$ cat config.mk
export PLATFORM = sky130hd
export DESIGN_NAME = phtrk_loop
export DESIGN_NICKNAME = d
export VERILOG_FILES = /design/src/rtl/phtrk_pkg.sv /design/src/rtl/phtrk_filter.sv /design/src/rtl/phtrk_accum.sv /design/src/rtl/phtrk_pimap.sv /design/src/rtl/phtrk_loop.sv
export SDC_FILE = /design/constraint.sdc
export NUM_CORES = 1
export LEC_CHECK = 0
export CAP_MARGIN = 20
export CELL_PAD_IN_SITES_DETAIL_PLACEMENT = 1
export CELL_PAD_IN_SITES_GLOBAL_PLACEMENT = 2
export CORE_AREA = 2 2 128 130
export CTS_CLUSTER_DIAMETER = 50
export DETAILED_ROUTE_END_ITERATION = 12
export DIE_AREA = 0 0 130 132
export GPL_TIMING_DRIVEN = 1
export PLACE_DENSITY_LB_ADDON = 0.1
export SLEW_MARGIN = 20
export SYNTH_ARGS = -nofsm -noshare
export SYNTH_HDL_FRONTEND = slang
export SYNTH_SLANG_ARGS = --single-unit
$ cat constraint.sdc
create_clock -name clk -period 6.4 [get_ports clk]
set_clock_uncertainty 0.15 [all_clocks]
set_input_delay 1.28 -clock clk [delete_from_list [all_inputs] [get_ports clk]]
set_output_delay 1.28 -clock clk [all_outputs]
set_load 0.05 [all_outputs]
$ cat src/rtl/phtrk_pkg.sv
package phtrk_pkg;

   // Quadrant field is fixed by the quadrature structure of the mixer.
   localparam int QUAD_W = 2;

   // Map the two-bit detector code to a signed vote (+1 late, -1 early).
   function automatic logic signed [1:0] vote_decode(input logic [1:0] code);
      logic signed [1:0] v;
      case (code)
         2'b01:   v = 2'sb01;
         2'b11:   v = 2'sb11;
         default: v = 2'sb00;
      endcase
      return v;
   endfunction

endpackage

$ cat src/rtl/phtrk_filter.sv
module phtrk_filter #(
   parameter int IW      = 16,
   parameter int FRAC_W  = 8,
   parameter int GAIN_SH = 4,
   parameter int SHIFT_W = 4
) (
   input  logic                 clk,
   input  logic                 rst_n,
   input  logic                 freeze,
   input  logic signed [1:0]    vote,
   input  logic [SHIFT_W-1:0]   kp_shift,
   input  logic [SHIFT_W-1:0]   ki_shift,
   output logic signed [IW-1:0] prop,
   output logic signed [IW-1:0] integ
);

   localparam int BASE = 1 << (FRAC_W + GAIN_SH);
   localparam logic signed [IW-1:0] I_MAX = {1'b0, {(IW-1){1'b1}}};
   localparam logic signed [IW-1:0] I_MIN = {1'b1, {(IW-1){1'b0}}};

   if (FRAC_W + GAIN_SH > IW - 2) begin : g_bad_base
      $error("phtrk_filter: vote base does not fit the integral width");
   end

   logic signed [IW-1:0] base_term;
   logic signed [IW-1:0] inc;
   logic signed [IW:0]   wide_sum;
   logic signed [IW-1:0] integ_nx;

   always_comb begin
      case (vote)
         2'sb01:  base_term = IW'(BASE);
         2'sb11:  base_term = -IW'(BASE);
         default: base_term = '0;
      endcase
   end

   assign prop = base_term >>> kp_shift;
   assign inc  = base_term >>> ki_shift;

   // One guard bit detects overflow; clamp to the signed limits.
   assign wide_sum = {integ[IW-1], integ} + {inc[IW-1], inc};

   always_comb begin
      if (wide_sum[IW] != wide_sum[IW-1])
         integ_nx = wide_sum[IW] ? I_MIN : I_MAX;
      else
         integ_nx = wide_sum[IW-1:0];
   end

   always_ff @(posedge clk or negedge rst_n) begin
      if (!rst_n)
         integ <= '0;
      else if (!freeze)
         integ <= integ_nx;
   end

endmodule

$ cat src/rtl/phtrk_accum.sv
module phtrk_accum #(
   parameter int PH_W   = 7,
   parameter int FRAC_W = 8,
   parameter int IW     = 16,
   parameter int STEP_W = 4
) (
   input  logic                 clk,
   input  logic                 rst_n,
   input  logic                 freeze,
   input  logic signed [IW-1:0] prop,
   input  logic signed [IW-1:0] integ,
   input  logic [STEP_W-1:0]    max_step,
   output logic [PH_W-1:0]      phase_code
);

   localparam int AW    = PH_W + FRAC_W;
   localparam int RAW_W = IW + 1;
   localparam int LIM_W = STEP_W + FRAC_W + 1;
   localparam int SW    = ((RAW_W > LIM_W) ? RAW_W : LIM_W) + 1;

   if (PH_W < 3) begin : g_bad_phase
      $error("phtrk_accum: phase code too narrow for a quadrant field");
   end

   logic [AW-1:0]        acc;
   logic signed [SW-1:0] raw;
   logic signed [SW-1:0] lim;
   logic signed [SW-1:0] step;

   assign raw = SW'(prop) + SW'(integ);
   assign lim = $signed(SW'(max_step)) <<< FRAC_W;

   // A whole-code limit keeps the integer field move bounded by max_step.
   always_comb begin
      if (raw > lim)
         step = lim;
      else if (raw < -lim)
         step = -lim;
      else
         step = raw;
   end

   always_ff @(posedge clk or negedge rst_n) begin
      if (!rst_n)
         acc <= '0;
      else if (!freeze)
         acc <= acc + AW'(step);
   end

   assign phase_code = acc[AW-1 -: PH_W];

endmodule

$ cat src/rtl/phtrk_pimap.sv
module phtrk_pimap
   import phtrk_pkg::*;
#(
   parameter int FINE_W = 5,
   parameter int PH_W   = FINE_W + QUAD_W
) (
   input  logic [PH_W-1:0]   phase_code,
   output logic [QUAD_W-1:0] quad,
   output logic              i_neg,
   output logic              q_neg,
   output logic [FINE_W-1:0] wt_a,
   output logic [FINE_W-1:0] wt_b
);

   localparam logic [FINE_W-1:0] FULL = {FINE_W{1'b1}};

   if (PH_W != FINE_W + QUAD_W) begin : g_bad_split
      $error("phtrk_pimap: code width must be fine plus quadrant bits");
   end

   logic [FINE_W-1:0] fine;

   assign fine  = phase_code[FINE_W-1:0];
   assign quad  = phase_code[PH_W-1 -: QUAD_W];

   // Sign pattern walks I+Q+, I-Q+, I-Q-, I+Q- around the circle.
   assign i_neg = quad[1] ^ quad[0];
   assign q_neg = quad[1];

   // Odd quadrants swap the weights so the phase stays monotonic.
   assign wt_a  = quad[0] ? (FULL - fine) : fine;
   assign wt_b  = quad[0] ? fine : (FULL - fine);

endmodule

$ cat src/rtl/phtrk_loop.sv
module phtrk_loop
   import phtrk_pkg::*;
#(
   parameter int FINE_W  = 5,
   parameter int FRAC_W  = 8,
   parameter int GAIN_SH = 4,
   parameter int IW      = 16,
   parameter int SHIFT_W = 4,
   parameter int STEP_W  = 4,
   localparam int PH_W   = FINE_W + QUAD_W
) (
   input  logic                 clk,
   input  logic                 rst_n,
   input  logic [1:0]           pd_vote,
   input  logic                 freeze,
   input  logic [SHIFT_W-1:0]   kp_shift,
   input  logic [SHIFT_W-1:0]   ki_shift,
   input  logic [STEP_W-1:0]    max_step,
   output logic [PH_W-1:0]      phase_code,
   output logic [QUAD_W-1:0]    quad,
   output logic                 i_neg,
   output logic                 q_neg,
   output logic [FINE_W-1:0]    wt_a,
   output logic [FINE_W-1:0]    wt_b,
   output logic signed [IW-1:0] integ_mon
);

   logic signed [1:0]    vote_s;
   logic signed [IW-1:0] prop_term;
   logic signed [IW-1:0] integ_q;

   assign vote_s = vote_decode(pd_vote);

   phtrk_filter #(
      .IW(IW), .FRAC_W(FRAC_W), .GAIN_SH(GAIN_SH), .SHIFT_W(SHIFT_W)
   ) u_filter (
      .clk      (clk),
      .rst_n    (rst_n),
      .freeze   (freeze),
      .vote     (vote_s),
      .kp_shift (kp_shift),
      .ki_shift (ki_shift),
      .prop     (prop_term),
      .integ    (integ_q)
   );

   phtrk_accum #(
      .PH_W(PH_W), .FRAC_W(FRAC_W), .IW(IW), .STEP_W(STEP_W)
   ) u_accum (
      .clk        (clk),
      .rst_n      (rst_n),
      .freeze     (freeze),
      .prop       (prop_term),
      .integ      (integ_q),
      .max_step   (max_step),
      .phase_code (phase_code)
   );

   phtrk_pimap #(
      .FINE_W(FINE_W), .PH_W(PH_W)
   ) u_pimap (
      .phase_code (phase_code),
      .quad       (quad),
      .i_neg      (i_neg),
      .q_neg      (q_neg),
      .wt_a       (wt_a),
      .wt_b       (wt_b)
   );

   assign integ_mon = integ_q;

endmodule

==> impl_results.html, run 1 <==
<table>
<tr><th>Metric</th><th>Value</th></tr>
<tr><th colspan="2">Setup path</th></tr>
<tr><td>Type of element capturing the critical path</td><td>flip-flop</td></tr>
<tr><td>Crit Path Class</td><td>in -&gt; reg</td></tr>
<tr><td>Origin of the worst setup path</td><td>kp_shift[0]</td></tr>
<tr><td>Standard cell with the maximum stage delay on the critical path</td><td>sky130_fd_sc_hd__or4_1</td></tr>
<tr><td>Signal arrival time at the worst endpoint</td><td>about 7.5 ns</td></tr>
<tr><td>Cell occurring most often along the worst timing path</td><td>sky130_fd_sc_hd__buf_4</td></tr>
<tr><td>Stage delay of the slowest cell on the critical path</td><td>~0.42 ns</td></tr>
<tr><td>Startpoint types</td><td>input pin</td></tr>
<tr><td>Data required time of the critical path</td><td>6.47 ns</td></tr>
<tr><td>Max Fanout on Critical Path</td><td>3</td></tr>
<tr><td>Reg2Reg Launch Point</td><td>u_filter.integ[1]</td></tr>
<tr><th colspan="2">Global routing</th></tr>
<tr><td>Aggregate global-route resource usage</td><td>0.204</td></tr>
<tr><td>Number of antenna violations at the first check in global routing</td><td>0</td></tr>
<tr><td>Total gr overflow</td><td>0</td></tr>
<tr><td>Number of global-route vias before repair</td><td>5,842</td></tr>
<tr><td>Largest net degree at the start of global routing</td><td>50</td></tr>
<tr><td>Global-route wire length before repair</td><td>between 20,000 and 30,000 um</td></tr>
<tr><th colspan="2">Pwr</th></tr>
<tr><td>Portion of total power attributed to the clock network</td><td>0.052</td></tr>
<tr><td>Combinational group share of total power</td><td>0.855</td></tr>
<tr><td>P_int</td><td>0.00233 W</td></tr>
<tr><td>Net switching power</td><td>0.00229 W</td></tr>
<tr><td>Reg power frac</td><td>0.093</td></tr>
<tr><td>Maximum resistive drop on vdd</td><td>0.000261 V</td></tr>
<tr><td>Leakage dissipation</td><td>3.41 nW</td></tr>
<tr><td>Power density relative to cell area</td><td>633 nW/um2</td></tr>
<tr><td>Switching share of power</td><td>0.496</td></tr>
<tr><th colspan="2">Place</th></tr>
<tr><td>Final weighted congestion in routability-driven placement</td><td>0.841</td></tr>
<tr><td>I/O Buffers</td><td>between 50 and 60</td></tr>
<tr><td>Estimated wirelength of the detail-placed design</td><td>13,400 um</td></tr>
<tr><td>Post-place setup slack</td><td>-1.90 ns</td></tr>
<tr><td>Total placed cells including tap cells</td><td>1,008</td></tr>
<tr><th colspan="2">Synthesis</th></tr>
<tr><td>Yosys reg bits</td><td>31</td></tr>
<tr><td>Cells taking the most area after synthesis</td><td>sky130_fd_sc_hd__dfrtp_1, sky130_fd_sc_hd__ha_1, sky130_fd_sc_hd__xnor2_1, sky130_fd_sc_hd__a21oi_1, sky130_fd_sc_hd__nor2_1</td></tr>
<tr><td>Fraction of post-synthesis cell area in the top cell type by area</td><td>0.162</td></tr>
<tr><td>Most used flip-flop cell after synthesis</td><td>sky130_fd_sc_hd__dfrtp_1</td></tr>
<tr><td>Dominant combinational cell family by area after synthesis</td><td>compound AO/OA/AOI/OAI gates</td></tr>
<tr><td>Mean instance size in the synthesized netlist</td><td>7.64 um2</td></tr>
<tr><td>Fraction of synthesized cell area in xor and xnor cells</td><td>0.0675</td></tr>
<tr><td>Post-synthesis net count</td><td>around 710</td></tr>
<tr><td>Post-synthesis instance total</td><td>628</td></tr>
<tr><td>Post-synthesis share of cell area spent on full adders, half adders and majority gates</td><td>0.164</td></tr>
<tr><td>Post-synth EDFFs</td><td>0</td></tr>
<tr><td>Synth unique cells</td><td>73</td></tr>
<tr><td>Mux share of post-synthesis cell area</td><td>0.0151</td></tr>
<tr><td>Cell Area, Synth</td><td>4800 um2</td></tr>
<tr><td>Simple-Gate Fraction of Synth Area</td><td>0.235</td></tr>
<tr><td>Most area-hungry cell type in the Yosys netlist</td><td>sky130_fd_sc_hd__dfrtp_1</td></tr>
<tr><td>Area fraction in compound gates after synthesis</td><td>0.283</td></tr>
<tr><td>Part of the Yosys area used for sequential elements</td><td>0.162</td></tr>
<tr><td>Asr flop ratio synth</td><td>1.00</td></tr>
<tr><td>Synth warn</td><td>0</td></tr>
<tr><th colspan="2">Floorplan</th></tr>
<tr><td>Chip Height</td><td>around 130 um</td></tr>
<tr><td>Floorplan die width</td><td>130 um</td></tr>
<tr><td>Starting utilization of the core area</td><td>0.305</td></tr>
<tr><td>DIE AREA</td><td>17,200 um2</td></tr>
<tr><td>I/O pin total</td><td>54</td></tr>
<tr><td>Placement row count</td><td>46</td></tr>
<tr><td>Placeable core region</td><td>between 15,000 and 20,000 um2</td></tr>
<tr><th colspan="2">Layout</th></tr>
<tr><td>Most common library cell in the layout ignoring fill and taps</td><td>sky130_fd_sc_hd__buf_4</td></tr>
<tr><td>Area Growth Syn to Fin</td><td>52.3%</td></tr>
<tr><td>Layout cells sized above 1</td><td>0.332</td></tr>
<tr><td>Final std cells w/o fill</td><td>between 1k and 1.5k</td></tr>
<tr><td>Top library cells by usage in the layout, fill and taps aside</td><td>sky130_fd_sc_hd__buf_4, sky130_fd_sc_hd__ha_1, sky130_fd_sc_hd__clkdlybuf4s50_1</td></tr>
<tr><td># nets final</td><td>914</td></tr>
<tr><td>ANT cells</td><td>0</td></tr>
<tr><th colspan="2">Detailed routing</th></tr>
<tr><td>WL per Instance</td><td>16.3 um</td></tr>
<tr><td>Count of vias placed by the detailed router</td><td>5,405</td></tr>
<tr><td>Number of detailed-route iterations in the first pass</td><td>4</td></tr>
<tr><td>Average via count per standard cell</td><td>about 5</td></tr>
<tr><td>DRC violation total after the first TritonRoute iteration</td><td>roughly 130</td></tr>
<tr><td>Remaining antenna violation count</td><td>0</td></tr>
<tr><td>Residual DRC count</td><td>0</td></tr>
<tr><td>Routed wire length</td><td>approximately 17,000 um</td></tr>
<tr><th colspan="2">Timing</th></tr>
<tr><td>Time the final worst path needs with I/O delays and setup</td><td>7.41 ns</td></tr>
<tr><td>Final setup violation count</td><td>12</td></tr>
<tr><td>Slew at the pin closest to its max-slew limit</td><td>0.555 ns</td></tr>
<tr><td>Number of hold-slack violations in the final timing report</td><td>0</td></tr>
<tr><td>RSZ-0062 raised after global routing</td><td>true</td></tr>
<tr><td>Final max-slew violation count</td><td>0</td></tr>
<tr><td>Share of the clock period used by the worst path after layout</td><td>1.16</td></tr>
<tr><td>Max-slew headroom at the worst pin</td><td>0.626</td></tr>
<tr><td>Highest Clock Rate</td><td>135 MHz</td></tr>
<tr><td>Worst-case setup margin in the final layout</td><td>-1.01 ns</td></tr>
<tr><th colspan="2">Status</th></tr>
<tr><td>Violations in the final reports</td><td>setup timing</td></tr>
<tr><td>Result of the run</td><td>finished with violations</td></tr>
<tr><th colspan="2">CTS</th></tr>
<tr><td>Library cell used as clock root buffer</td><td>sky130_fd_sc_hd__clkbuf_16</td></tr>
<tr><td>Count of clock tree sinks</td><td>31</td></tr>
<tr><td>Clock slew at reported path FFs</td><td>0.06 ns</td></tr>
<tr><td>TritonCTS clock tree</td><td>yes</td></tr>
<tr><td>H-Tree Level Count</td><td>2</td></tr>
<tr><td>Max clock buf depth</td><td>2</td></tr>
<tr><td>Insertion delay to the later sink of the worst-skew pair</td><td>approximately 0.29 ns</td></tr>
<tr><td>Number of buffers inserted during clock tree synthesis</td><td>5</td></tr>
<tr><th colspan="2">Min path</th></tr>
<tr><td>Hold crit path type</td><td>reg -&gt; reg</td></tr>
<tr><td>Worst hold path startpoint</td><td>u_accum.acc[7]</td></tr>
<tr><th colspan="2">Flow run</th></tr>
<tr><td>Number of max-cap violations</td><td>0</td></tr>
</table>
==> synthesized netlist by cell type (5+ instances only) <==
library cell and n:
sky130_fd_sc_hd__nor2b_1 12, sky130_fd_sc_hd__o21ai_1 8, sky130_fd_sc_hd__xor2_1 13, sky130_fd_sc_hd__inv_1 34
sky130_fd_sc_hd__nor4_1 7, sky130_fd_sc_hd__nand2_1 42, sky130_fd_sc_hd__o21a_1 13, sky130_fd_sc_hd__nor3_1 25
sky130_fd_sc_hd__dfrtp_1 31, sky130_fd_sc_hd__nand2b_1 20, sky130_fd_sc_hd__xnor2_1 24, sky130_fd_sc_hd__o21bai_1 6
sky130_fd_sc_hd__buf_2 6, sky130_fd_sc_hd__ha_1 58, sky130_fd_sc_hd__a22o_1 14, sky130_fd_sc_hd__buf_4 9
sky130_fd_sc_hd__nor2_1 48, sky130_fd_sc_hd__nand3_1 20, sky130_fd_sc_hd__a21o_1 14, sky130_fd_sc_hd__a21oi_1 36
sky130_fd_sc_hd__and2_1 12, sky130_fd_sc_hd__o211ai_1 10, sky130_fd_sc_hd__mux2i_1 5, sky130_fd_sc_hd__o21ai_0 35
sky130_fd_sc_hd__clkbuf_1 27, sky130_fd_sc_hd__o2111ai_1 5, sky130_fd_sc_hd__a31oi_1 6
==> power groups by stage <==
stage	clock, W	sequential [W]	combinational [W]
after global routing	0.000257	0.000452	0.00430
after detailed placement	0	0.000433	0.00355
after floorplan	0	0.000571	0.00204
final	0.000242	0.000430	0.00395
after global placement	0	0.000427	0.00344
after CTS	0.000252	0.000430	0.00389
==> sequential cells by signal, summed over array words and instances (netlist names) <==
name            count
u_accum.acc        15
u_filter.integ     16
==> layer usage <==
metal  part of all wire  track usage  up-vias
met5                  0            0        -
met4              0.020       0.0532        0
met3              0.018       0.0191       17
met2               0.55        0.395       67
met1               0.41        0.232     2610
li1                   -            -     2711
==> final timing paths <==
kind / to / slack, ns / depth (start not counted)
setup / recovery: u_accum.acc[14] / -1.01 / 43
hold / removal: u_accum.acc[7] / 0.37 / 2
setup reg to reg: u_accum.acc[14] / -0.05 / 38
hold reg to reg: u_accum.acc[7] / 0.37 / 2
max in group asynchronous: u_accum.acc[11] / 4.50 / 2
min in group asynchronous: u_accum.acc[5] / 1.25 / 2
==> metrics by stage <==
step / total power, W / cell area, um2 / setup TNS (ns) / util / hold WS, ns
floorplan: 0.00261 / 4900 / -4.88 / - / 0.308
global placement: 0.00387 / 6610 / -13.25 / 0.421 / 0.348
detailed placement: 0.00398 / 6610 / -16.60 / 0.421 / 0.360
CTS: 0.00458 / 7210 / -7.07 / 0.459 / 0.369
global route: 0.00501 / 7310 / -11.50 / 0.465 / 0.393
finish: 0.00463 / 7310 / -6.43 / 0.465 / 0.371
==> final cells by class <==
type                    instances  area, um2
multi-input cells             518       4000
well taps                     216        270
flip-flops and latches         31        776
clock inverters                 2       12.5
repair buffers                245       1990
fillers                      1906       8400
clock buffers                   6        129
inverters                      35        134
==> cell families (layout without fill, tap and decap cells) <==
| kind of cell | Yosys count | count (layout) |
|---|---|---|
| AOI/OAI and AO/OA | 193 | 193 |
| buffers and inverters | 79 | 288 |
| DFF | 31 | 31 |
| adders and majority gates | 61 | 61 |
| and+or+nand+nor | 220 | 220 |
| xor gates and xnor gates | 37 | 37 |
| muxes | 7 | 7 |
==> worst max-delay path: cells and delay by family <==
family / cells / cell delay, ns
compound gates: 12 / 2.02
xor+xnor: 1 / 0.12
fa+ha+maj: 2 / 0.60
buf+inv: 21 / 2.57
simple gates: 7 / 0.89
==> timing repair <==
item                                    in CTS  in global routing
cloned                                       1                  0
gates resized for setup                     78                 21
pin swaps                                   43                 32
setup buffers                               37                  8
endpoints found under the setup margin      14                 14
hold buffers                                 0                  0
Note: power is estimated with default switching activity, not from simulation.
==> inputs of run 2 (changes only) <==
--- a/config.mk
+++ b/config.mk
@@ -12,8 +12,8 @@
 export CTS_CLUSTER_DIAMETER = 50
 export DETAILED_ROUTE_END_ITERATION = 12
 export DIE_AREA = 0 0 130 132
-export GPL_TIMING_DRIVEN = 1
 export PLACE_DENSITY_LB_ADDON = 0.1
+export REMOVE_ABC_BUFFERS = 1
 export SLEW_MARGIN = 20
 export SYNTH_ARGS = -nofsm -noshare
 export SYNTH_HDL_FRONTEND = slang
==> run 2 against run 1 <==
Compared with the run above:
- the flow still finishes with violations (setup timing)
- sequential share of layout area decreased by 0.15 points
- worst setup slack better by 0.0060 ns
- final cell count shrank 0.19%
- clock power rose by 4%
==> impl_results.html, run 2 (synthesized netlist as in run 1, its figures left out) <==
<table>
<tr><th>Metric</th><th>Value</th></tr>
<tr><th colspan="2">Detailed routing</th></tr>
<tr><td>Count of vias placed by the detailed router</td><td>5,367 (was 5,405)</td></tr>
<tr><td>Residual DRC count</td><td>0 (unchanged)</td></tr>
<tr><td>Remaining antenna violation count</td><td>0 (unchanged)</td></tr>
<tr><td>WL per Instance</td><td>16.8 um (was 16.3 um)</td></tr>
<tr><td>Number of detailed-route iterations in the first pass</td><td>4 (unchanged)</td></tr>
<tr><td>Routed wire length</td><td>17,700 um (was 17,100 um)</td></tr>
<tr><td>Average via count per standard cell</td><td>5.11 (was 5.13)</td></tr>
<tr><td>DRC violation total after the first TritonRoute iteration</td><td>195 (was 125)</td></tr>
<tr><th colspan="2">Layout</th></tr>
<tr><td>Filler instances</td><td>1,898 (was 1,906)</td></tr>
<tr><td>ANT cells</td><td>0 (unchanged)</td></tr>
<tr><td>Area Growth Syn to Fin</td><td>54.4% (was 52.3%)</td></tr>
<tr><td>Final std cell area, no fill</td><td>7410 um2 (was 7310 um2)</td></tr>
<tr><td>Number of flip-flops under the largest register name</td><td>16 (unchanged)</td></tr>
<tr><td>Area of the multi-input gates</td><td>4080 um2 (was 4000 um2)</td></tr>
<tr><td>Layout cells sized above 1</td><td>0.344 (was 0.332)</td></tr>
<tr><td>Register cell area after layout</td><td>776 um2 (unchanged)</td></tr>
<tr><td># nets final</td><td>912 (was 914)</td></tr>
<tr><td>Largest registers</td><td>u_filter.integ (16), u_accum.acc (15) (unchanged)</td></tr>
<tr><td>Top library cells by usage in the layout, fill and taps aside</td><td>sky130_fd_sc_hd__buf_4, sky130_fd_sc_hd__ha_1, sky130_fd_sc_hd__clkdlybuf4s50_1 (unchanged)</td></tr>
<tr><td>Most common library cell in the layout ignoring fill and taps</td><td>sky130_fd_sc_hd__buf_4 (unchanged)</td></tr>
<tr><td>Largest Register</td><td>u_filter.integ (unchanged)</td></tr>
<tr><th colspan="2">Floorplan</th></tr>
<tr><td>Placement row count</td><td>46 (unchanged)</td></tr>
<tr><td>DIE AREA</td><td>17,200 um2 (unchanged)</td></tr>
<tr><td>Placeable core region</td><td>15,700 um2 (unchanged)</td></tr>
<tr><td>Floorplan die width</td><td>130 um (unchanged)</td></tr>
<tr><td>I/O pin total</td><td>54 (unchanged)</td></tr>
<tr><td>Starting utilization of the core area</td><td>0.305 (unchanged)</td></tr>
<tr><td>Chip Height</td><td>132 um (unchanged)</td></tr>
<tr><th colspan="2">Global routing</th></tr>
<tr><td>Aggregate global-route resource usage</td><td>0.209 (was 0.204)</td></tr>
<tr><td>Total gr overflow</td><td>0 (unchanged)</td></tr>
<tr><td>Largest net degree at the start of global routing</td><td>32 (was 50)</td></tr>
<tr><td>Global-route wire length before repair</td><td>28,900 um (was 28,400 um)</td></tr>
<tr><td>Number of global-route vias before repair</td><td>5,918 (was 5,842)</td></tr>
<tr><td>Number of antenna violations at the first check in global routing</td><td>0 (unchanged)</td></tr>
<tr><th colspan="2">CTS</th></tr>
<tr><td>Insertion delay to the later sink of the worst-skew pair</td><td>0.30 ns (was 0.29 ns)</td></tr>
<tr><td>Number of buffers inserted during clock tree synthesis</td><td>5 (unchanged)</td></tr>
<tr><td>Library cell used as clock root buffer</td><td>sky130_fd_sc_hd__clkbuf_16 (unchanged)</td></tr>
<tr><td>H-Tree Level Count</td><td>2 (unchanged)</td></tr>
<tr><td>Clock slew at reported path FFs</td><td>0.06 ns (about the same)</td></tr>
<tr><td>Count of clock tree sinks</td><td>31 (unchanged)</td></tr>
<tr><td>TritonCTS clock tree</td><td>yes (unchanged)</td></tr>
<tr><td>Max clock buf depth</td><td>2 (unchanged)</td></tr>
<tr><th colspan="2">Place</th></tr>
<tr><td>Estimated wirelength of the detail-placed design</td><td>13,700 um (was 13,400 um)</td></tr>
<tr><td>I/O Buffers</td><td>53 (unchanged)</td></tr>
<tr><td>Final weighted congestion in routability-driven placement</td><td>0.867 (was 0.841)</td></tr>
<tr><td>Total cell area at the placement stage</td><td>6580 um2 (was 6610 um2)</td></tr>
<tr><th colspan="2">Flow run</th></tr>
<tr><td>Number of max-cap violations</td><td>0 (unchanged)</td></tr>
<tr><th colspan="2">Timing</th></tr>
<tr><td>WHS</td><td>0.355 ns (was 0.371 ns)</td></tr>
<tr><td>Number of hold-slack violations in the final timing report</td><td>0 (unchanged)</td></tr>
<tr><td>Highest Clock Rate</td><td>135 MHz (about the same)</td></tr>
<tr><td>Worst-case setup margin in the final layout</td><td>-1.01 ns (about the same)</td></tr>
<tr><td>Share of the clock period used by the worst path after layout</td><td>1.16 (about the same)</td></tr>
<tr><td>Final max-slew violation count</td><td>0 (unchanged)</td></tr>
<tr><td>Max-slew headroom at the worst pin</td><td>0.522 (was 0.626)</td></tr>
<tr><td>Slew at the pin closest to its max-slew limit</td><td>0.709 ns (was 0.555 ns)</td></tr>
<tr><td>Final setup violation count</td><td>11 (was 12)</td></tr>
<tr><td>Time the final worst path needs with I/O delays and setup</td><td>7.41 ns (about the same)</td></tr>
<tr><td>RSZ-0062 raised after global routing</td><td>true (unchanged)</td></tr>
<tr><th colspan="2">Min path</th></tr>
<tr><td>Worst hold path cell count</td><td>2 (unchanged)</td></tr>
<tr><td>Worst hold path startpoint</td><td>u_accum.acc[4] (was u_accum.acc[7])</td></tr>
<tr><td>Endpoint of the worst hold-timing path</td><td>u_accum.acc[4] (was u_accum.acc[7])</td></tr>
<tr><td>Hold crit path type</td><td>reg -&gt; reg (unchanged)</td></tr>
<tr><th colspan="2">Pwr</th></tr>
<tr><td>Maximum resistive drop on vdd</td><td>0.000305 V (was 0.000261 V)</td></tr>
<tr><td>Power density relative to cell area</td><td>632 nW/um2 (was 633 nW/um2)</td></tr>
<tr><td>Leakage dissipation</td><td>3.44 nW (was 3.41 nW)</td></tr>
<tr><th colspan="2">Setup path</th></tr>
<tr><td>Stage delay of the slowest cell on the critical path</td><td>0.43 ns (was 0.42 ns)</td></tr>
<tr><td>Max Fanout on Critical Path</td><td>3 (unchanged)</td></tr>
<tr><td>Minimum setup slack among reg-to-reg paths</td><td>0.01 ns (was -0.05 ns)</td></tr>
<tr><td>Crit Path Class</td><td>in -&gt; reg (unchanged)</td></tr>
<tr><td>Signal arrival time at the worst endpoint</td><td>7.43 ns (was 7.48 ns)</td></tr>
<tr><td>Reg2Reg Launch Point</td><td>u_filter.integ[2] (was u_filter.integ[1])</td></tr>
<tr><td>Type of element capturing the critical path</td><td>flip-flop (unchanged)</td></tr>
<tr><td>Standard cell with the maximum stage delay on the critical path</td><td>sky130_fd_sc_hd__fa_2 (was sky130_fd_sc_hd__or4_1)</td></tr>
<tr><td>Worst reg2reg endpoint</td><td>u_accum.acc[14] (unchanged)</td></tr>
<tr><td>Data required time of the critical path</td><td>6.42 ns (was 6.47 ns)</td></tr>
<tr><td>FF-to-FF path depth</td><td>29 (was 38)</td></tr>
<tr><td>Startpoint types</td><td>input pin (unchanged)</td></tr>
<tr><th colspan="2">Status</th></tr>
<tr><td>Result of the run</td><td>finished with violations (unchanged)</td></tr>
<tr><td>Violations in the final reports</td><td>setup timing (unchanged)</td></tr>
</table>
## run 2: cell count changes in the layout (fill, tap and decap cells not counted), moves of 3 or more
cell | previous run | this run
sky130_fd_sc_hd__nor2_1 | 43 | 40
sky130_fd_sc_hd__a21oi_2 | 9 | 6
sky130_fd_sc_hd__buf_6 | 10 | 15
sky130_fd_sc_hd__buf_4 | 183 | 176
sky130_fd_sc_hd__a21oi_4 | 0 | 3
sky130_fd_sc_hd__o21ai_1 | 21 | 24
## run 2: stage by stage
stage,total power (W),TNS [ns],instances,util,worst slack (ns)
after floorplan,0.00246,-4.88,584,-,-1.06
after global placement,0.00383,-15.46,1013,0.418,-1.79
after detailed placement,0.00394,-17.83,1013,0.418,-2.05
after CTS,0.00450,-6.85,1039,0.449,-1.19
after global routing,0.00507,-8.98,1051,0.472,-1.39
final,0.00469,-5.26,1051,0.472,-1.01
## run 2: metal layers
layer  wire (um)  GRT usage
met5           0          0
met4         308     0.0514
met3         303     0.0256
met2        9760      0.409
met1        7290      0.234
## run 2: area by class of cell
cell class                      instances  area share
Multi-Input combinational cell        518       0.551
Timing Repair Buffer                  243       0.271
Tap cell                              216      0.0365
Sequential cell                        31       0.105
Clock inverter                          2     0.00169
Clock buffer                            6      0.0174
Inverter                               35      0.0177
## run 2: worst max path at each step
stage                startpoint               to  depth (start not counted)
detailed placement  kp_shift[1]  u_accum.acc[14]                         35
CTS                  pd_vote[1]  u_accum.acc[14]                         34
floorplan           kp_shift[1]  u_accum.acc[14]                         34
global route        kp_shift[0]  u_accum.acc[14]                         36
global placement    kp_shift[0]  u_accum.acc[14]                         34
finish              kp_shift[0]  u_accum.acc[14]                         32
## run 2: what timing repair did
action / CTS / global route
pin swaps: 51 / 64
resized for setup: 90 / 62
buffers inserted: 20 / 17
endpoints found under the setup margin: 14 / 14
cloned: 0 / 0
hold buffers: 0 / 0
endpoints found under the hold margin: 0 / 0
## run 2: report_power, final
group,internal (W),switching [W]
Clock,0.000144,0.000107
Sequential,0.000298,0.000134
Combinational,0.00193,0.00208
Total,0.00237,0.00232
## run 2: critical path: cells and delay by family
family | cells | cell delay (ns)
AOI/OAI and AO/OA | 14 | 2.51
and+or+nand+nor | 10 | 1.86
adders and majority gates | 4 | 1.29
buffers and inverters | 3 | 0.30
xor gates and xnor gates | 1 | 0.18
==> inputs of run 3 (changes only) <==
--- a/config.mk
+++ b/config.mk
@@ -5,13 +5,15 @@
 export SDC_FILE = /design/constraint.sdc
 export NUM_CORES = 1
 export LEC_CHECK = 0
+export ABC_AREA = 1
 export CAP_MARGIN = 20
 export CELL_PAD_IN_SITES_DETAIL_PLACEMENT = 1
 export CELL_PAD_IN_SITES_GLOBAL_PLACEMENT = 2
-export CORE_AREA = 2 2 128 130
+export CORE_AREA = 2 2 131 133
 export CTS_CLUSTER_DIAMETER = 50
+export CTS_CLUSTER_SIZE = 25
 export DETAILED_ROUTE_END_ITERATION = 12
-export DIE_AREA = 0 0 130 132
+export DIE_AREA = 0 0 133 135
 export PLACE_DENSITY_LB_ADDON = 0.1
 export REMOVE_ABC_BUFFERS = 1
 export SLEW_MARGIN = 20
==> run 3 against run 2 <==
Compared with the run above:
- highest routed layer unchanged
- worst setup slack better by 1.1 ns
- the flow now finishes without violations
- worst hold slack worse by 0.012 ns
- area after synthesis fell by 4.9%
- critical path type unchanged
==> impl_results.html, run 3 <==
<table>
<tr><th>Metric</th><th>Value</th></tr>
<tr><th colspan="2">Status</th></tr>
<tr><td>Result of the run</td><td>completed (was finished with violations)</td></tr>
<tr><th colspan="2">Setup path</th></tr>
<tr><td>Standard cell with the maximum stage delay on the critical path</td><td>sky130_fd_sc_hd__ha_1 (was sky130_fd_sc_hd__fa_2)</td></tr>
<tr><td>Data required time of the critical path</td><td>6.48 ns (was 6.42 ns)</td></tr>
<tr><td>Signal arrival time at the worst endpoint</td><td>6.36 ns (was 7.43 ns)</td></tr>
<tr><td>Startpoint types</td><td>input pin (unchanged)</td></tr>
<tr><td>FF-to-FF path depth</td><td>37 (was 29)</td></tr>
<tr><td>Minimum setup slack among reg-to-reg paths</td><td>1.25 ns (was 0.01 ns)</td></tr>
<tr><td>Type of element capturing the critical path</td><td>flip-flop (unchanged)</td></tr>
<tr><td>Reg2Reg Launch Point</td><td>u_filter.integ[5] (was u_filter.integ[2])</td></tr>
<tr><td>Worst reg2reg endpoint</td><td>u_accum.acc[2] (was u_accum.acc[14])</td></tr>
<tr><td>Stage delay of the slowest cell on the critical path</td><td>0.31 ns (was 0.43 ns)</td></tr>
<tr><td>Max Fanout on Critical Path</td><td>3 (unchanged)</td></tr>
<tr><td>Cell occurring most often along the worst timing path</td><td>sky130_fd_sc_hd__buf_4</td></tr>
<tr><td>Crit Path Class</td><td>in -&gt; reg (unchanged)</td></tr>
<tr><th colspan="2">CTS</th></tr>
<tr><td>H-Tree Level Count</td><td>2 (unchanged)</td></tr>
<tr><td>Library cell used as clock root buffer</td><td>sky130_fd_sc_hd__clkbuf_16 (unchanged)</td></tr>
<tr><td>Insertion delay to the later sink of the worst-skew pair</td><td>0.29 ns (was 0.30 ns)</td></tr>
<tr><td>TritonCTS clock tree</td><td>yes (unchanged)</td></tr>
<tr><td>Max clock buf depth</td><td>2 (unchanged)</td></tr>
<tr><td>Hold-fix buffer count after cts</td><td>0 (unchanged)</td></tr>
<tr><td>Clock slew at reported path FFs</td><td>0.06 ns (about the same)</td></tr>
<tr><td>Count of clock tree sinks</td><td>31 (unchanged)</td></tr>
<tr><td>Number of buffers inserted during clock tree synthesis</td><td>5 (unchanged)</td></tr>
<tr><th colspan="2">Layout</th></tr>
<tr><td>Number of flip-flops under the largest register name</td><td>16 (unchanged)</td></tr>
<tr><td>Most common library cell in the layout ignoring fill and taps</td><td>sky130_fd_sc_hd__nand2_1 (was sky130_fd_sc_hd__buf_4)</td></tr>
<tr><td>Final std cell area, no fill</td><td>6810 um2 (was 7410 um2)</td></tr>
<tr><td>Area Growth Syn to Fin</td><td>49.2% (was 54.4%)</td></tr>
<tr><td>Filler instances</td><td>2,039 (was 1,898)</td></tr>
<tr><td>Register cell area after layout</td><td>776 um2 (unchanged)</td></tr>
<tr><td>ANT cells</td><td>0 (unchanged)</td></tr>
<tr><td>Largest registers</td><td>u_filter.integ (16), u_accum.acc (15) (unchanged)</td></tr>
<tr><td>Area of the multi-input gates</td><td>3670 um2 (was 4080 um2)</td></tr>
<tr><td>Top library cells by usage in the layout, fill and taps aside</td><td>sky130_fd_sc_hd__nand2_1, sky130_fd_sc_hd__buf_4, sky130_fd_sc_hd__inv_1 (was sky130_fd_sc_hd__buf_4, sky130_fd_sc_hd__ha_1, sky130_fd_sc_hd__clkdlybuf4s50_1)</td></tr>
<tr><td># nets final</td><td>973 (was 912)</td></tr>
<tr><td>Largest Register</td><td>u_filter.integ (unchanged)</td></tr>
<tr><td>Final std cells w/o fill</td><td>1,116 (was 1,051)</td></tr>
<tr><td>Layout cells sized above 1</td><td>0.302 (was 0.344)</td></tr>
<tr><th colspan="2">Synthesis</th></tr>
<tr><td>Cells taking the most area after synthesis</td><td>sky130_fd_sc_hd__nand2_1, sky130_fd_sc_hd__dfrtp_1, sky130_fd_sc_hd__ha_1, sky130_fd_sc_hd__inv_1, sky130_fd_sc_hd__a21oi_1 (was sky130_fd_sc_hd__dfrtp_1, sky130_fd_sc_hd__ha_1, sky130_fd_sc_hd__xnor2_1, sky130_fd_sc_hd__a21oi_1, sky130_fd_sc_hd__nor2_1)</td></tr>
<tr><td>Area fraction in compound gates after synthesis</td><td>0.153 (was 0.283)</td></tr>
<tr><td>Yosys reg bits</td><td>31 (unchanged)</td></tr>
<tr><td>Post-synthesis share of cell area spent on full adders, half adders and majority gates</td><td>0.172 (was 0.164)</td></tr>
<tr><td>Dominant combinational cell family by area after synthesis</td><td>simple AND/OR/NAND/NOR gates (was compound AO/OA/AOI/OAI gates)</td></tr>
<tr><td>Mux share of post-synthesis cell area</td><td>0 (was 0.0151)</td></tr>
<tr><td>Asr flop ratio synth</td><td>1.00 (unchanged)</td></tr>
<tr><td>Simple-Gate Fraction of Synth Area</td><td>0.332 (was 0.235)</td></tr>
<tr><td>Cell Area, Synth</td><td>4570 um2 (was 4800 um2)</td></tr>
<tr><td>Post-synth EDFFs</td><td>0 (unchanged)</td></tr>
<tr><td>Most area-hungry cell type in the Yosys netlist</td><td>sky130_fd_sc_hd__nand2_1 (was sky130_fd_sc_hd__dfrtp_1)</td></tr>
<tr><td>Post-synthesis instance total</td><td>718 (was 628)</td></tr>
<tr><td>Mean instance size in the synthesized netlist</td><td>6.36 um2 (was 7.64 um2)</td></tr>
<tr><td>Part of the Yosys area used for sequential elements</td><td>0.170 (was 0.162)</td></tr>
<tr><td>Synth unique cells</td><td>42 (was 73)</td></tr>
<tr><td>Synth warn</td><td>0 (unchanged)</td></tr>
<tr><td>Library cell with the highest instance count after synthesis</td><td>sky130_fd_sc_hd__nand2_1 (was sky130_fd_sc_hd__ha_1)</td></tr>
<tr><td>Fraction of synthesized cell area in xor and xnor cells</td><td>0.0614 (was 0.0675)</td></tr>
<tr><td>Fraction of post-synthesis cell area in the top cell type by area</td><td>0.179 (was 0.162)</td></tr>
<tr><td>Leading cell types by count after synthesis</td><td>sky130_fd_sc_hd__nand2_1, sky130_fd_sc_hd__inv_1, sky130_fd_sc_hd__a21oi_1 (was sky130_fd_sc_hd__ha_1, sky130_fd_sc_hd__nor2_1, sky130_fd_sc_hd__nand2_1)</td></tr>
<tr><td>Most used flip-flop cell after synthesis</td><td>sky130_fd_sc_hd__dfrtp_1 (unchanged)</td></tr>
<tr><th colspan="2">Floorplan</th></tr>
<tr><td>Floorplan die width</td><td>133 um (was 130 um)</td></tr>
<tr><td>Starting utilization of the core area</td><td>0.278 (was 0.305)</td></tr>
<tr><td>DIE AREA</td><td>18,000 um2 (was 17,200 um2)</td></tr>
<tr><td>Placement row count</td><td>47 (was 46)</td></tr>
<tr><td>Placeable core region</td><td>16,400 um2 (was 15,700 um2)</td></tr>
<tr><td>I/O pin total</td><td>54 (unchanged)</td></tr>
<tr><td>Chip Height</td><td>135 um (was 132 um)</td></tr>
<tr><th colspan="2">Global routing</th></tr>
<tr><td>Number of global-route vias before repair</td><td>5,827 (was 5,918)</td></tr>
<tr><td>Total gr overflow</td><td>0 (unchanged)</td></tr>
<tr><td>Global-route wire length before repair</td><td>28,000 um (was 28,900 um)</td></tr>
<tr><td>Met1 Resource Use GR</td><td>0.208 (was 0.234)</td></tr>
<tr><td>Busiest metal layer after global routing</td><td>met2 (unchanged)</td></tr>
<tr><td>Number of antenna violations at the first check in global routing</td><td>0 (unchanged)</td></tr>
<tr><td>Routing usage on met2</td><td>0.395 (was 0.409)</td></tr>
<tr><td>Met3 usage</td><td>0.0229 (was 0.0256)</td></tr>
<tr><td>Aggregate global-route resource usage</td><td>0.194 (was 0.209)</td></tr>
<tr><td>Largest net degree at the start of global routing</td><td>38 (was 32)</td></tr>
<tr><th colspan="2">Place</th></tr>
<tr><td>Estimated wirelength of the detail-placed design</td><td>13,200 um (was 13,700 um)</td></tr>
<tr><td>Total cell area at the placement stage</td><td>5890 um2 (was 6580 um2)</td></tr>
<tr><td>Final weighted congestion in routability-driven placement</td><td>0.844 (was 0.867)</td></tr>
<tr><td>Total placed cells including tap cells</td><td>1,057 (was 1,013)</td></tr>
<tr><td>I/O Buffers</td><td>53 (unchanged)</td></tr>
<tr><th colspan="2">Timing</th></tr>
<tr><td>Time the final worst path needs with I/O delays and setup</td><td>6.28 ns (was 7.41 ns)</td></tr>
<tr><td>Final max-slew violation count</td><td>0 (unchanged)</td></tr>
<tr><td>Slew at the pin closest to its max-slew limit</td><td>0.777 ns (was 0.709 ns)</td></tr>
<tr><td>Total negative setup slack</td><td>0 ns (was -5.26 ns)</td></tr>
<tr><td>RSZ-0062 raised after global routing</td><td>true (unchanged)</td></tr>
<tr><td>Highest Clock Rate</td><td>159 MHz (was 135 MHz)</td></tr>
<tr><td>Share of the clock period used by the worst path after layout</td><td>0.982 (was 1.16)</td></tr>
<tr><td>Final setup violation count</td><td>0 (was 11)</td></tr>
<tr><td>Number of hold-slack violations in the final timing report</td><td>0 (unchanged)</td></tr>
<tr><td>Max-slew headroom at the worst pin</td><td>0.482 (was 0.522)</td></tr>
<tr><th colspan="2">Detailed routing</th></tr>
<tr><td>Routed wire length</td><td>16,900 um (was 17,700 um)</td></tr>
<tr><td>WL per Instance</td><td>15.2 um (was 16.8 um)</td></tr>
<tr><td>DRC violation total after the first TritonRoute iteration</td><td>131 (was 195)</td></tr>
<tr><td>Residual DRC count</td><td>0 (unchanged)</td></tr>
<tr><td>Number of detailed-route iterations in the first pass</td><td>4 (unchanged)</td></tr>
<tr><td>Average via count per standard cell</td><td>4.74 (was 5.11)</td></tr>
<tr><td>Remaining antenna violation count</td><td>0 (unchanged)</td></tr>
<tr><td>Count of vias placed by the detailed router</td><td>5,285 (was 5,367)</td></tr>
<tr><th colspan="2">Min path</th></tr>
<tr><td>Endpoint of the worst hold-timing path</td><td>u_accum.acc[0] (was u_accum.acc[4])</td></tr>
<tr><td>Hold crit path type</td><td>reg -&gt; reg (unchanged)</td></tr>
<tr><td>Worst hold path cell count</td><td>2 (unchanged)</td></tr>
<tr><td>Worst hold path startpoint</td><td>u_accum.acc[0] (was u_accum.acc[4])</td></tr>
<tr><th colspan="2">Flow run</th></tr>
<tr><td>Number of max-cap violations</td><td>0 (unchanged)</td></tr>
</table>
-- run 3: cell count changes after synthesis, sizes merged, moves of 13 or more --
cell	delta
nand2b	-20
nand3	+30
inv	+60
and2	-13
a22o	-14
a21oi	+29
nor3	-20
nand2	+187
clkbuf	-20
-- run 3: worst max-delay path, delay by kind of cell --
family / cells / cell delay, ns
AO/OA/AOI/OAI: 9 / 1.23
AND/OR/NAND/NOR: 14 / 1.04
XOR/XNOR: 1 / 0.25
adder cells (fa/ha/maj): 4 / 0.89
buffers and inverters: 15 / 1.67
-- run 3: worst max path at each step --
stage                     start               to  slack [ns]  cells past startpoint
floorplan            pd_vote[1]  u_accum.acc[14]        0.41                     42
global placement    kp_shift[0]  u_accum.acc[14]       -0.81                     43
detailed placement  kp_shift[0]  u_accum.acc[14]       -1.01                     43
CTS                 kp_shift[1]  u_accum.acc[14]       0.008                     44
global route         pd_vote[1]  u_accum.acc[14]       -0.12                     44
finish               pd_vote[1]   u_accum.acc[2]        0.12                     43
-- run 3: final cells by class --
cell class                 instances  area share
multi-input combinational        569       0.539
timing repair buffer             193       0.234
sequential                        31       0.114
inverter                          95      0.0527
tap                              220      0.0404
clock buffer                       6      0.0189
clock inverter                     2     0.00184
-- run 3: stage by stage --
| step | setup slack [ns] | util | hold WS [ns] |
|---|---|---|---|
| floorplan | 0.411 | - | 0.304 |
| finish | 0.116 | 0.415 | 0.343 |
| detailed placement | -1.01 | 0.359 | 0.330 |
| global route | -0.124 | 0.415 | 0.377 |
| CTS | 0.00811 | 0.393 | 0.347 |
| global placement | -0.813 | 0.359 | 0.330 |
-- run 3: cell families after synthesis --
kind of cell | Yosys count
simple gates | 352
compound gates | 124
buf+inv | 118
fa+ha+maj | 61
xor+xnor | 32
flops | 31
-- run 3: timing repair --
item,in CTS,in global routing
pin swaps,39,51
endpoints found under the setup margin,12,10
setup buffers,36,15
resized for setup,71,67
-- run 3: routing by layer --
layer  up-vias  share of wire
met4         0          0.020
met2        71           0.55
li1       2685              -
met3        28          0.020
met5         -              0
met1      2501           0.41
Power of run 3 is not shown: default switching activity piles up to over one toggle a cycle in this logic, so the estimate is an artifact.
